<file path="src/rtl/usb_err_pkg.sv">
package usb_err_pkg;
  localparam int REG_W      = 8;
  localparam int NUM_ISO_EP = 4;
  localparam int CNT_W      = 4;
  localparam int LIMIT_BIT  = 0;

  typedef enum logic [1:0] {
    ADDR_ENABLE  = 2'd0,
    ADDR_REQUEST = 2'd1,
    ADDR_LIMIT   = 2'd2,
    ADDR_NONE    = 2'd3
  } reg_addr_e;
endpackage

</file>
<file path="src/rtl/usb_err_iso_flag.sv">
module usb_err_iso_flag (
  input  logic clk,
  input  logic rst_n,
  input  logic seq_err,
  input  logic drop,
  input  logic high_speed,
  input  logic clr,
  output logic flag
);
  logic set_evt;

  // sequence errors only count at high speed; drops count at any speed
  assign set_evt = drop | (seq_err & high_speed);

  always_ff @(posedge clk) begin
    if (!rst_n) flag <= 1'b0;
    else        flag <= set_evt | (flag & ~clr);
  end

  assert_drop_sets_R4: assert property (@(posedge clk) disable iff (!rst_n)
    drop |=> flag);
  assert_set_wins_R8: assert property (@(posedge clk) disable iff (!rst_n)
    (seq_err && high_speed && clr) |=> flag);
  assert_fs_seq_ignored_R3: assert property (@(posedge clk) disable iff (!rst_n)
    (!flag && seq_err && !high_speed && !drop) |=> !flag);
  assert_sticky_R7: assert property (@(posedge clk) disable iff (!rst_n)
    (flag && !clr) |=> flag);
endmodule

</file>
<file path="src/rtl/usb_err_limit_counter.sv">
module usb_err_limit_counter #(
  parameter int CNT_W = 4
) (
  input  logic             clk,
  input  logic             rst_n,
  input  logic             bus_err,
  input  logic             clr,
  input  logic [CNT_W-1:0] limit,
  output logic             flag
);
  logic [CNT_W-1:0] cnt_q;
  logic [CNT_W-1:0] base;
  logic [CNT_W:0]   inc;
  logic             hit;

  // a software clear restarts the count before this cycle's error is added
  assign base = clr ? '0 : cnt_q;
  assign inc  = {1'b0, base} + {{CNT_W{1'b0}}, 1'b1};
  assign hit  = bus_err && (inc >= {1'b0, limit});

  always_ff @(posedge clk) begin
    if (!rst_n) begin
      cnt_q <= '0;
      flag  <= 1'b0;
    end else begin
      if (bus_err) cnt_q <= hit ? limit : inc[CNT_W-1:0];
      else         cnt_q <= base;
      flag <= hit | (flag & ~clr);
    end
  end

  assert_cnt_saturates_R6: assert property (@(posedge clk) disable iff (!rst_n)
    bus_err |=> (cnt_q <= $past(limit)));
  assert_clear_restarts_R6: assert property (@(posedge clk) disable iff (!rst_n)
    (clr && !bus_err) |=> (cnt_q == '0));
  assert_flag_needs_error_R5: assert property (@(posedge clk) disable iff (!rst_n)
    (!flag && !bus_err) |=> !flag);
  assert_zero_limit_R5: assert property (@(posedge clk) disable iff (!rst_n)
    (bus_err && limit == '0) |=> flag);
endmodule

</file>
<file path="src/rtl/usb_err_irq_ctrl.sv">
module usb_err_irq_ctrl
  import usb_err_pkg::*;
(
  input  logic             clk,
  input  logic             rst_n,
  input  logic             wr_en,
  input  logic [1:0]       wr_addr,
  input  logic [REG_W-1:0] wr_data,
  input  logic [1:0]       rd_addr,
  output logic [REG_W-1:0] rd_data,
  input  logic [NUM_ISO_EP-1:0] iso_seq_err,
  input  logic [NUM_ISO_EP-1:0] iso_drop,
  input  logic             high_speed,
  input  logic             bus_err,
  output logic             irq
);
  localparam int ISO_LSB = REG_W - NUM_ISO_EP;

  logic [REG_W-1:0]      valid_mask;
  logic [REG_W-1:0]      en_q;
  logic [REG_W-1:0]      req_vec;
  logic [REG_W-1:0]      clr_vec;
  logic [CNT_W-1:0]      limit_q;
  logic [NUM_ISO_EP-1:0] iso_flag;
  logic                  lim_flag;
  logic                  wr_en_reg, wr_req, wr_lim;

  always_comb begin
    valid_mask = '0;
    valid_mask[LIMIT_BIT] = 1'b1;
    for (int i = 0; i < NUM_ISO_EP; i++) valid_mask[ISO_LSB+i] = 1'b1;
  end

  assign wr_en_reg = wr_en && (wr_addr == ADDR_ENABLE);
  assign wr_req    = wr_en && (wr_addr == ADDR_REQUEST);
  assign wr_lim    = wr_en && (wr_addr == ADDR_LIMIT);
  assign clr_vec   = wr_req ? (wr_data & valid_mask) : '0;

  always_ff @(posedge clk) begin
    if (!rst_n) begin
      en_q    <= '0;
      limit_q <= '0;
    end else begin
      if (wr_en_reg) en_q    <= wr_data & valid_mask;
      if (wr_lim)    limit_q <= wr_data[CNT_W-1:0];
    end
  end

  for (genvar g = 0; g < NUM_ISO_EP; g++) begin : g_iso
    usb_err_iso_flag i_flag (
      .clk        (clk),
      .rst_n      (rst_n),
      .seq_err    (iso_seq_err[g]),
      .drop       (iso_drop[g]),
      .high_speed (high_speed),
      .clr        (clr_vec[ISO_LSB+g]),
      .flag       (iso_flag[g])
    );
  end

  usb_err_limit_counter #(.CNT_W(CNT_W)) i_limit (
    .clk     (clk),
    .rst_n   (rst_n),
    .bus_err (bus_err),
    .clr     (clr_vec[LIMIT_BIT]),
    .limit   (limit_q),
    .flag    (lim_flag)
  );

  always_comb begin
    req_vec = '0;
    req_vec[LIMIT_BIT] = lim_flag;
    for (int i = 0; i < NUM_ISO_EP; i++) req_vec[ISO_LSB+i] = iso_flag[i];
  end

  always_comb begin
    unique case (rd_addr)
      ADDR_ENABLE:  rd_data = en_q;
      ADDR_REQUEST: rd_data = req_vec;
      ADDR_LIMIT:   rd_data = {{(REG_W-CNT_W){1'b0}}, limit_q};
      default:      rd_data = '0;
    endcase
  end

  assign irq = |(req_vec & en_q);

  assert_reserved_zero_R2: assert property (@(posedge clk) disable iff (!rst_n)
    (rd_addr != ADDR_LIMIT) |-> (rd_data[ISO_LSB-1:1] == '0));
  assert_limit_upper_zero_R10: assert property (@(posedge clk) disable iff (!rst_n)
    (rd_addr == ADDR_LIMIT) |-> (rd_data[REG_W-1:CNT_W] == '0));
  assert_masked_quiet_R9: assert property (@(posedge clk) disable iff (!rst_n)
    (wr_en_reg && wr_data == '0) |=> !irq);
  assert_mask_keeps_pending_R9: assert property (@(posedge clk) disable iff (!rst_n)
    (wr_en_reg && !wr_req && iso_flag[0]) |=> iso_flag[0]);
endmodule

</file>
<file path="config.mk">
export PLATFORM = sky130hd
export DESIGN_NAME = usb_err_irq_ctrl
export DESIGN_NICKNAME = d
export VERILOG_FILES = /design/src/rtl/usb_err_pkg.sv /design/src/rtl/usb_err_iso_flag.sv /design/src/rtl/usb_err_limit_counter.sv /design/src/rtl/usb_err_irq_ctrl.sv
export SDC_FILE = /design/constraint.sdc
export NUM_CORES = 1
export LEC_CHECK = 0
export CAP_MARGIN = 10
export CORE_AREA = 2 2 53 55
export DETAILED_ROUTE_END_ITERATION = 12
export DIE_AREA = 0 0 55 57
export PLACE_DENSITY = 0.75
export SKIP_LAST_GASP = 1
export SLEW_MARGIN = 20
export SYNTH_ARGS = -nofsm -noshare
export SYNTH_HDL_FRONTEND = slang
export SYNTH_HIERARCHICAL = 1
export SYNTH_SLANG_ARGS = --single-unit
export TNS_END_PERCENT = 1
</file>
<file path="constraint.sdc">
create_clock -name clk -period 3.45 [get_ports clk]
set_clock_uncertainty 0.1 [all_clocks]
set_input_delay 0.69 -clock clk [delete_from_list [all_inputs] [get_ports clk]]
set_output_delay 0.69 -clock clk [all_outputs]
set_load 0.01 [all_outputs]
</file>
; ---- After elaboration in Yosys (flattened, before gate mapping)
; Cells that the tools add are included.
[word_totals]
output_inout_bits = 9
wordCells = 50
input_bits = 25
regBits = 18
[classes]
n_eq_ne = 4
n_lt_le_gt_ge = 1
mux = 5
n_bitwise = 24
n_addsub = 1
n_reduce_logical = 7
[ops]
columns = cell, n
row1 = one-hot mux 8 bit (3 select lines), 1
row2 = two-way mux 4 bit, 3
row3 = bitwise AND 1 bit, 9
row4 = bitwise OR 1 bit, 9
row5 = bitwise AND 8 bit, 1
row6 = two-way mux 8 bit, 1
row7 = OR reduction 8 bit, 1
row8 = "adder 4 x 1 -> 5 bit, second input constant", 1
row9 = >= comparator 5 x 4 -> 1 bit, 1
row10 = inverter 1 bit, 5
row11 = "equality test 2 x 1 -> 1 bit, second input constant", 2
row12 = "equality test 2 bit, second input constant", 2
row13 = logical AND 1 bit, 4
row14 = zero test 2 bit, 2

; ---- Logic depth before layout (Yosys ltp)
; Gate-level depths: netlist (run 1).
[logic_depth]
depth_word = 9
mapped_depth = 10
mapped_depth_nobuf = 10

; ---- By module
; Netlist (run 1), hierarchy kept.
[by_module_without_submodules]
columns = module, seq_area_each_um2, n_inst, cells_each, area_each_um2
row1 = usb_err_irq_ctrl, 180.2, 1, 65, 553.0
row2 = usb_err_limit_counter, 100.1, 1, 50, 401.6
row3 = usb_err_iso_flag, 20.0, 4, 4, 38.8

; ---- Worst setup path before layout (run 1)
; Ideal clock, no wire load.
[synth_path]
path_type = input to register
start = input wr_addr[0]
end = register i_limit.cnt_q[3]
path_slack_ns = 0.728
arrival_ns = 2.501
setup_ns = 0.122
stages = 10
t_required_ns = 3.228
path_buffers = 0
cell_sequence = and3b_2 and2_1 nor2b_2 nand3_1 xnor2_1 ha_1 a41o_1 a21oi_4 mux2i_1 a221o_1
[synth_between]
elab_chain_len = 9
[synth_lines]
columns = element, line_no
row1 = from (decl), usb_err_irq_ctrl.sv:7  ; input logic [1:0] wr_addr,
row2 = equality test 2 x 1 -> 1 bit *, usb_err_irq_ctrl.sv:35  ; assign wr_req = wr_en && (wr_addr == ADDR_REQUEST);
row3 = logical AND 1 bit *, usb_err_irq_ctrl.sv:35
row4 = two-way mux 8 bit *, usb_err_irq_ctrl.sv:37  ; assign clr_vec = wr_req ? (wr_data & valid_mask) : '0;
row5 = via clr_vec[0], usb_err_irq_ctrl.sv:22  ; logic [REG_W-1:0] clr_vec;
row6 = two-way mux 4 bit *, usb_err_limit_counter.sv:17  ; assign base = clr ? '0 : cnt_q;
row7 = adder 4 x 1 -> 5 bit, usb_err_limit_counter.sv:18  ; assign inc = {1'b0, base} + {{CNT_W{1'b0}}, 1'b1};
row8 = >= comparator 5 x 4 -> 1 bit, usb_err_limit_counter.sv:19  ; assign hit = bus_err && (inc >= {1'b0, limit});
row9 = logical AND 1 bit, usb_err_limit_counter.sv:19
row10 = two-way mux 4 bit, usb_err_limit_counter.sv:26  ; if (bus_err) cnt_q <= hit ? limit : inc[CNT_W-1:0];
row11 = two-way mux 4 bit *, usb_err_limit_counter.sv:26
row12 = to (signal assigned), usb_err_limit_counter.sv:26
row13 = to (signal assigned), usb_err_limit_counter.sv:27  ; else cnt_q <= base;
row14 = to (decl), usb_err_limit_counter.sv:11  ; logic [CNT_W-1:0] cnt_q;
; Mark *: on every way through the listed nets, which the timed path passes. The rest lies on a longest branch.
; A chain may end at the register's enable or synchronous reset.

; ---- Worst setup path after layout (run 1)
; Same ends and word-level chain as after synthesis.

==> impl_results.md, run 1 <==
* Run status: finished, final reports clean
* # hold bufs at CTS at 0
* Placed cells at between 150 and 200
* Antenna Nets Post-Route at 0
* CP arrival at about 3.3 ns
* Crit-path cells: clkdlybuf4s50_1, and3b_2, and2_1, nor2b_2, nand3_1, xnor2_1, ha_1, a41o_1, a21oi_4, mux2i_1, a221o_1
* Post-synthesis instance total at approximately 130
* Largest net degree at the start of global routing at 27
* # fillers at 258
* Achievable Freq at 317 MHz
* Sequential-to-total area share from yosys stat at 0.325
* Tcrit/Tclk final at 0.916
* Htree depth at 1
* Residual DRC count at 0
* Gr usage total at 0.184
* WL per Instance at 13.1 um
* Antenna cell count at 0
* Hold WS at about 0.38 ns
* Relative slew slack at 0.740
* Clock latency on the worst-skew pair at 0.30 ns
* Seq cells post-synth at 18
* Post-route setup slack at 0.291 ns
* Power after layout at around 0.50 mW
* FP Rows at 19
* CP top delay family: simple AND/OR/NAND/NOR gates
* Starting DRT DRC Count at 26
* Top-area cell type share of the netlist area at 0.325
* Setup bufs post-CTS at 0
* CP max-delay cell: clkdlybuf4s50_1
* Layout cells sized above 1 at 0.0606
* Netlist cell types at 30
* Die area at 3140 um2
* Critical Path RT at roughly 3.6 ns
* Clk sinks at 18
* Port Buffer Count at 33
* Setup Slack @ Placement at -0.0105 ns
* IO Count at 34
* Multi-input logic area at roughly 700 um2
* Post-synthesis adder-cell area fraction at 0.0451
* Vias in the first global route at 1,040
* Number of synthesized flops with an enable pin at 0
* Synth Area in Simple Gates at 0.266
* Die Y at 57 um
* Hold Violations, Final at 0
* CTS root buf: clkbuf_4
* Post_cts resized at 0
* Synth-to-Final Area Change at 35.2%
* Max FO, Critical Path at 7
* Max Cap Viol at 0
* CTS max path bufs at 2
* Multiplexer share of the synthesized area at 0.153
* Initial antenna violation count at 0
* IR drop worst, VDD at around 0.22 mV
* Top post-synthesis cells by count: nand2_1, dfxtp_1, mux2i_1, nor2_1
* Setup violations, final at 0
* Post-synthesis net count at 160
* Final wirelength at 2.57 mm
* Top_reg_cell synth: dfxtp_1
* WS Path Type: input port to flip-flop
* Count leader, synth: nand2_1
* CTS tree: done
* Drt first pass iters at 4
* CP endpoint kind: flip-flop
* Hold Crit Class: flip-flop to flip-flop
* Crit path buffers/inverters at 1
* Cell Area, Synth at ~1100 um2
* Minimum clock period at 3.16 ns
* Area leader, netlist: dfxtp_1
* Vias post-DR at ~1,000
* Leakage dissipation at 0.604 nW
* Fin nets at 195
* First-pass GRT wire length at around 4.3 mm
* Largest stage delay, worst path at 0.47 ns
* Die W at 55 um
* Largest family of logic cells by synthesized area: simple AND/OR/NAND/NOR gates
* Initial core utilization at 0.424
* CP startpoint kind: input port
* Synth Area in Compound Gates at 0.143
* CORE AREA at 2620 um2
* Cts bufs inserted at 3
* Final non-filler cell total at between 150 and 200
* Top cells by area, synth: dfxtp_1, mux2i_1, nand2_1, and2_1, ha_1
* Global placement routability congestion at between 0.8 and 0.9
* Reg clk slew, reported paths at 0.11 ns
* Synth Warn # at 6
* HPWL Detailed at 2.02 mm
* FF/Latch Area at 360 um2
* Slew @ Worst Pin at between 0.3 and 0.4 ns
* RSZ-0062 raised after global routing: false
* Overflow after GRT at 0
* Drt via density at 5.25
* Async set-reset flop share out of synthesis at 0
* Xor and xnor area share after synthesis at 0.0237
* Syn Area/Cell at around 8.5 um2
* PD cells at 334 nW/um2
* Slew Viols, Final at 0
cells in the final DEF (no fill, tap or decap), drive strengths merged:
cell,n
nor3,1
nand2b,5
buf,2
o21ai,2
a21boi,4
a222oi,1
xor2,1
inv,5
and3b,2
clkbuf,4
xnor2,2
nor3b,1
nand3,4
a21oi,9
nor2b,4
a41o,1
nand3b,1
dfxtp,18
and2,8
a221o,2
mux2i,17
nor2,9
a22oi,1
a211oi,2
ha,4
clkdlybuf4s50,33
nand2,22
path summary, 6_finish.rpt:
path | from | to | slack [ns] | cells after the start
max | wr_addr[0] | i_limit/cnt_q[3]$_SDFF_PN0_ | 0.29 | 11
min | en_q[5]$_SDFFE_PN0P_ | en_q[5]$_SDFFE_PN0P_ | 0.38 | 2
max reg2reg | i_limit/cnt_q[1]$_SDFF_PN0_ | i_limit/cnt_q[3]$_SDFF_PN0_ | 1.23 | 9
min reg2reg | en_q[5]$_SDFFE_PN0P_ | en_q[5]$_SDFFE_PN0P_ | 0.38 | 2
registers in the layout (all words and copies together) (netlist names):
| signal | cells |
|---|---|
| i_limit/flag | 1 |
| en_q | 5 |
| i_limit/cnt_q | 4 |
| g_iso.i_flag/flag | 4 |
| limit_q | 4 |
through the flow:
stage,cell area [um2],setup TNS (ns),util
floorplan,1110,0,-
CTS,1500,0,0.574
finish,1500,0,0.574
global placement,1460,0,0.560
global route,1500,0,0.574
detailed placement,1460,-0.0108,0.560
area by class of cell:
| class | count | share of cell area |
|---|---|---|
| multi-input combinational | 103 | 0.467 |
| clock buffer | 4 | 0.0242 |
| sequential | 18 | 0.240 |
| tap | 31 | 0.0259 |
| timing repair buffer | 35 | 0.230 |
| inverter | 5 | 0.0125 |
metal layers:
layer  vias to the layer above  track usage  share of wire
met2                        26        0.308           0.50
met4                         0       0.0627         0.0058
met5                         -            0              0
met3                         2       0.0262          0.038
li1                        515            -              -
met1                       486        0.236           0.45
report_power, final:
part	switching (mW)	internal [mW]
Clock	0.0680	0.0643
Combinational	0.0607	0.0745
Sequential	0.0122	0.221
Total	0.141	0.360
kinds of logic after synthesis:
family,after synthesis
muxes,17
xor gates and xnor gates,3
adders and majority gates,4
and+or+nand+nor,57
buffers and inverters,10
AOI/OAI and AO/OA,22
DFF,18
worst register-to-register path, stage by stage (launching register included):
cell	delay, ns
dfxtp_1	0.44
nand2_1	0.09
xor2_1	0.15
nor2_1	0.16
ha_1	0.27
a21oi_1	0.12
o21ai_1	0.12
a21oi_4	0.28
mux2i_1	0.12
a221o_1	0.26
(Power assumes the default switching activity.)
==> inputs of run 2 (changes only) <==
- CTS_CLUSTER_DIAMETER: not set -> 200
==> results of run 2 <==
Same layout as run 1: the final DEF is identical, and so are final timing and power.
